===== config.mk =====
export PLATFORM = sky130hd
export DESIGN_NAME = loa_adder
export DESIGN_NICKNAME = d
export VERILOG_FILES = /design/src/rtl/loa_pkg.sv /design/src/rtl/loa_or_lower.sv /design/src/rtl/loa_exact_upper.sv /design/src/rtl/loa_adder.sv
export SDC_FILE = /design/constraint.sdc
export NUM_CORES = 1
export LEC_CHECK = 0
export BUFFER_PORTS_ARGS = -buffer_cell sky130_fd_sc_hd__buf_2
export CAP_MARGIN = 20
export CORE_ASPECT_RATIO = 1.5
export CORE_MARGIN = 8
export CORE_UTILIZATION = 30
export CTS_BUF_LIST = sky130_fd_sc_hd__clkbuf_4 sky130_fd_sc_hd__clkbuf_8
export DETAILED_ROUTE_END_ITERATION = 12
export GPL_TIMING_DRIVEN = 0
export SLEW_MARGIN = 10
export SYNTH_ARGS = -nofsm -noshare
export SYNTH_HDL_FRONTEND = slang
export SYNTH_HIERARCHICAL = 1
export SYNTH_SLANG_ARGS = --single-unit
export TNS_END_PERCENT = 100

===== constraint.sdc =====
create_clock -name clk_i -period 5.8 [get_ports clk_i]
set_clock_uncertainty 0.2 [all_clocks]
set_input_delay 0.87 -clock clk_i [delete_from_list [all_inputs] [get_ports clk_i]]
set_output_delay 0.87 -clock clk_i [all_outputs]
set_load 0.05 [all_outputs]

===== src/rtl/loa_pkg.sv =====
package loa_pkg;
    localparam int unsigned LOA_DEF_UPPER_W = 10;
    localparam int unsigned LOA_DEF_LOWER_W = 6;
endpackage


===== src/rtl/loa_or_lower.sv =====
module loa_or_lower #(
    parameter int unsigned W = 6
) (
    input  logic [W-1:0] a_lo,
    input  logic [W-1:0] b_lo,
    output logic [W-1:0] sum_lo,
    output logic         carry_up
);
    always_comb begin
        sum_lo   = a_lo | b_lo;
        carry_up = a_lo[W-1] & b_lo[W-1];
    end
endmodule


===== src/rtl/loa_exact_upper.sv =====
module loa_exact_upper #(
    parameter int unsigned W = 10
) (
    input  logic [W-1:0] a_hi,
    input  logic [W-1:0] b_hi,
    input  logic         cin,
    output logic [W-1:0] sum_hi,
    output logic         cout
);
    logic [W:0] wide;

    always_comb begin
        wide   = {1'b0, a_hi} + {1'b0, b_hi} + {{W{1'b0}}, cin};
        sum_hi = wide[W-1:0];
        cout   = wide[W];
    end
endmodule


===== src/rtl/loa_adder.sv =====
module loa_adder
    import loa_pkg::*;
#(
    parameter int unsigned UPPER_W = LOA_DEF_UPPER_W,
    parameter int unsigned LOWER_W = LOA_DEF_LOWER_W,
    parameter bit          IN_REG  = 1'b1,
    parameter bit          OUT_REG = 1'b1
) (
    input  logic                       clk_i,
    input  logic                       rst_ni,
    input  logic [UPPER_W+LOWER_W-1:0] a_i,
    input  logic [UPPER_W+LOWER_W-1:0] b_i,
    output logic [UPPER_W+LOWER_W-1:0] sum_o,
    output logic                       cout_o
);
    localparam int unsigned K = UPPER_W + LOWER_W;

    typedef struct packed {
        logic [K-1:0] a;
        logic [K-1:0] b;
    } opnd_t;

    typedef struct packed {
        logic         cout;
        logic [K-1:0] sum;
    } res_t;

    // upper exact part must exist
    if (UPPER_W < 1) begin : g_bad_upper
        $error("loa_adder: UPPER_W must be at least 1");
    end

    opnd_t              opnd_d;
    opnd_t              opnd;
    res_t               res_d;
    res_t               res;
    logic               carry_mid;
    logic [UPPER_W-1:0] up_sum;
    logic               up_cout;
    logic [K-1:0]       sum_full;

    always_comb begin
        opnd_d.a = a_i;
        opnd_d.b = b_i;
    end

    if (IN_REG) begin : g_in_reg
        opnd_t opnd_q;
        always_ff @(posedge clk_i or negedge rst_ni) begin
            if (!rst_ni) begin
                opnd_q <= '0;
            end else begin
                opnd_q <= opnd_d;
            end
        end
        assign opnd = opnd_q;
    end else begin : g_in_pass
        assign opnd = opnd_d;
    end

    if (LOWER_W > 0) begin : g_lower
        logic [LOWER_W-1:0] lo_sum;
        loa_or_lower #(.W(LOWER_W)) u_lower (
            .a_lo     (opnd.a[LOWER_W-1:0]),
            .b_lo     (opnd.b[LOWER_W-1:0]),
            .sum_lo   (lo_sum),
            .carry_up (carry_mid)
        );
        assign sum_full = {up_sum, lo_sum};
    end else begin : g_exact_only
        assign carry_mid = 1'b0;
        assign sum_full  = up_sum;
    end

    loa_exact_upper #(.W(UPPER_W)) u_upper (
        .a_hi   (opnd.a[K-1:LOWER_W]),
        .b_hi   (opnd.b[K-1:LOWER_W]),
        .cin    (carry_mid),
        .sum_hi (up_sum),
        .cout   (up_cout)
    );

    always_comb begin
        res_d.cout = up_cout;
        res_d.sum  = sum_full;
    end

    if (OUT_REG) begin : g_out_reg
        res_t res_q;
        always_ff @(posedge clk_i or negedge rst_ni) begin
            if (!rst_ni) begin
                res_q <= '0;
            end else begin
                res_q <= res_d;
            end
        end
        assign res = res_q;
    end else begin : g_out_pass
        assign res = res_d;
    end

    assign sum_o  = res.sum;
    assign cout_o = res.cout;
endmodule


==> run metrics <==
Max VDD drop 191 uV; row count 33; Cell variety after synth 25; Layout Cells excl Fill 239; Worst Setup End Kind flip-flop; #FFs+latches synth 49; first drt pass iteration count 4; setup bufs post-CTS 0; status completed; Worst EP arrival 2420 ps; routed len/inst 12.1 microns; setup TNS 0 ps; Detailed Route Iter0 Violations 37; Final Hold Viols 0; period utilization 41.5%; Relative slew margins about four fifths; Tightest Pin Transition 305 ps; Routed WL 2890 microns; # clock sinks 49; Crit Path Class reg2reg; die width between 70 and 80 microns; final core occ 39.3%; Layout area overhead 26.2%; die area 8410 sq um; Filler cells 525; Worst EP required approximately 5800 ps; TritonCTS clock tree yes; layout cell share with drive strength beyond 1 a little under two fifths; crit path from g_in_reg.opnd_q[21]; post-route setup slack 3390 ps; R2R Path End sum_o[14]; max-slew violations 0; Power Dens Cells around 340 nW/um^2; largest net degree at the start of global routing 50; final setup violation count 0; Synth Area in Compound Gates 7.40%; grt ovf 0; core area 5490 sq um; DP Cell Count 230; worst r2r path cells 9; Critical-path top delay cell dfrtp_1; DP Worst Slack roughly 3400 ps; clk slew on worst S/H paths about 90 ps; Hold-fix buffers, CTS 0; post-synthesis mux area share 0%; maximum clock rate between 400 and 500 MHz; hpwl dp 2280 microns; # DRC 0; Vias/cell 4.06; io pins 51; H-tree depth 2; area of the multi-input gates 467 sq um; DR vias 971; Clock Tree Root clkbuf_8; remaining antenna violation count 0; crit-path most repeated cell fa_1; CP Launch Type flip-flop; initial antenna violation count 0; Final Critical Period 2410 ps; Synth Area in Adders 8.94%; initial core utilization 31.1%; first-pass GRT wire length 4660 microns; Post-Syn Area 1710 sq um; sequential area share after synthesis 71.8%; # diodes 0; Synth Instances 110; hold crit path type reg2reg; number of port buffers 50; Synth Area in Simple Gates 6.89%; TritonCTS Buffers 5; post-synthesis xor/xnor area fraction ~4.1%; RSZ-0062 raised after global routing false; vias in the first global route slightly above 1000; Tot GR Track Use 7.14%; Max Cap Viol 0; Worst-Skew Late Latency ~300 ps; largest family of logic cells by synthesized area adder cells; Critical Path, Cell by Cell and2_2 -> fa_1 -> inv_1 -> fa_1 -> nor2b_1 -> o21a_1 -> a31o_1 -> o41ai_2 -> xnor2_1; GPL Wtd Cong 0.691; Critical Path End sum_o[14]; nets@finish 213; synth warn 6; post_cts resized 0; per-instance average area after synthesis ~16 sq um; Clock Tree Buf Depth 2; syn nets 155; area occupied by registers 1230 sq um; crit-path max FO 2; worst reg2reg startpoint g_in_reg.opnd_q[21]; Die Height roughly 110 microns; Largest stage delay, worst path 380 ps; Static Leak around 1.0 nW; r2r setup slk 3390 ps
## power breakdown
group          total [mW]  switching, mW  internal (mW)
sequential          0.376        0.00671          0.370
clock               0.196          0.110         0.0855
combinational       0.151          0.105         0.0454
total               0.723          0.222          0.501
## layer usage
layer	vias to the layer above	GRT usage, %	wire length, microns
li1	479	-	-
met1	459	7.15	1090
met2	27	12.0	1560
met3	6	3.24	179
met4	0	4.07	65
met5	-	0	0
## cell type report
type	count	area share [%]
well taps	70	4.06
inverters	4	0.696
multi-input cells	57	21.6
repair buffers	51	12.5
clock buffers	5	3.19
clock inverters	3	0.987
flip-flops and latches	49	56.9
## per-stage QoR
step	total power [mW]	hold slack, ps	cell area, sq um
after CTS	0.735	235	2140
after detailed placement	0.536	213	2050
after floorplan	0.490	205	1710
after global routing	0.763	249	2160
final	0.723	232	2160
after global placement	0.534	207	2050
## layout by cell type (no fill, tap or decap)
cell type and instances:
buf_2 50, dfrtp_1 49, ha_1 9, or2_1 6, a21oi_1 6, xnor2_1 6, clkbuf_8 5, inv_1 4
and3_1 3, a21o_1 3, o21a_1 2, nor2_1 2, nand2_1 2, nand2b_1 2, o21ai_0 2, xor2_1 2
fa_1 2, clkinvlp_4 1, inv_6 1, clkinv_2 1, and2_2 1, buf_12 1, nor2b_1 1, and2_4 1
a31o_1 1, o21ai_1 1, a211oi_2 1, a31oi_1 1, o41ai_2 1, nor3_1 1, or2_2 1
## worst max-delay path: cells and delay by family, from the launching register on
family                   cells  cell delay (ps)
buffers and inverters        1               80
flip-flops                   1              380
XOR/XNOR                     1              170
AND/OR/NAND/NOR              2              260
AO/OA/AOI/OAI                3              680
adder cells (fa/ha/maj)      2              570
## registers in the layout, indices dropped and copies added (netlist names)
register	count
sum_o	16
g_in_reg.opnd_q	32
cout_o	1
## how the worst min path moves through the flow
| stage | cells past startpoint | endpoint | slack (ps) | start |
|---|---|---|---|---|
| after floorplan | 1 | sum_o[0] | 210 | g_in_reg.opnd_q[16] |
| final | 1 | sum_o[3] | 230 | g_in_reg.opnd_q[19] |
| after global placement | 1 | sum_o[4] | 210 | g_in_reg.opnd_q[20] |
| after global routing | 1 | sum_o[3] | 250 | g_in_reg.opnd_q[19] |
| after detailed placement | 1 | sum_o[3] | 210 | g_in_reg.opnd_q[19] |
| after CTS | 1 | sum_o[3] | 230 | g_in_reg.opnd_q[19] |
## cells by family (layout without fill, tap and decap cells)
family	count (synthesis)	after routing
fa+ha+maj	11	11
compound gates	18	18
buf+inv	4	63
flops	49	49
xor+xnor	8	8
simple gates	20	20
## synth_stat cells (all sizes together)
library cell / count / area, sq um
a211oi: 1 / 12.5
a21o: 3 / 22.5
a21oi: 6 / 30.0
a31o: 1 / 8.76
a31oi: 1 / 6.26
and2: 2 / 16.3
and3: 3 / 18.8
dfrtp: 49 / 1230
fa: 2 / 40.0
ha: 9 / 113
inv: 4 / 15.0
nand2: 2 / 7.51
nand2b: 2 / 12.5
nor2: 2 / 7.51
nor2b: 1 / 6.26
nor3: 1 / 5.00
o21a: 2 / 15.0
o21ai: 3 / 15.0
o41ai: 1 / 16.3
or2: 7 / 43.8
xnor2: 6 / 52.6
xor2: 2 / 17.5
(Power assumes the default switching activity.)
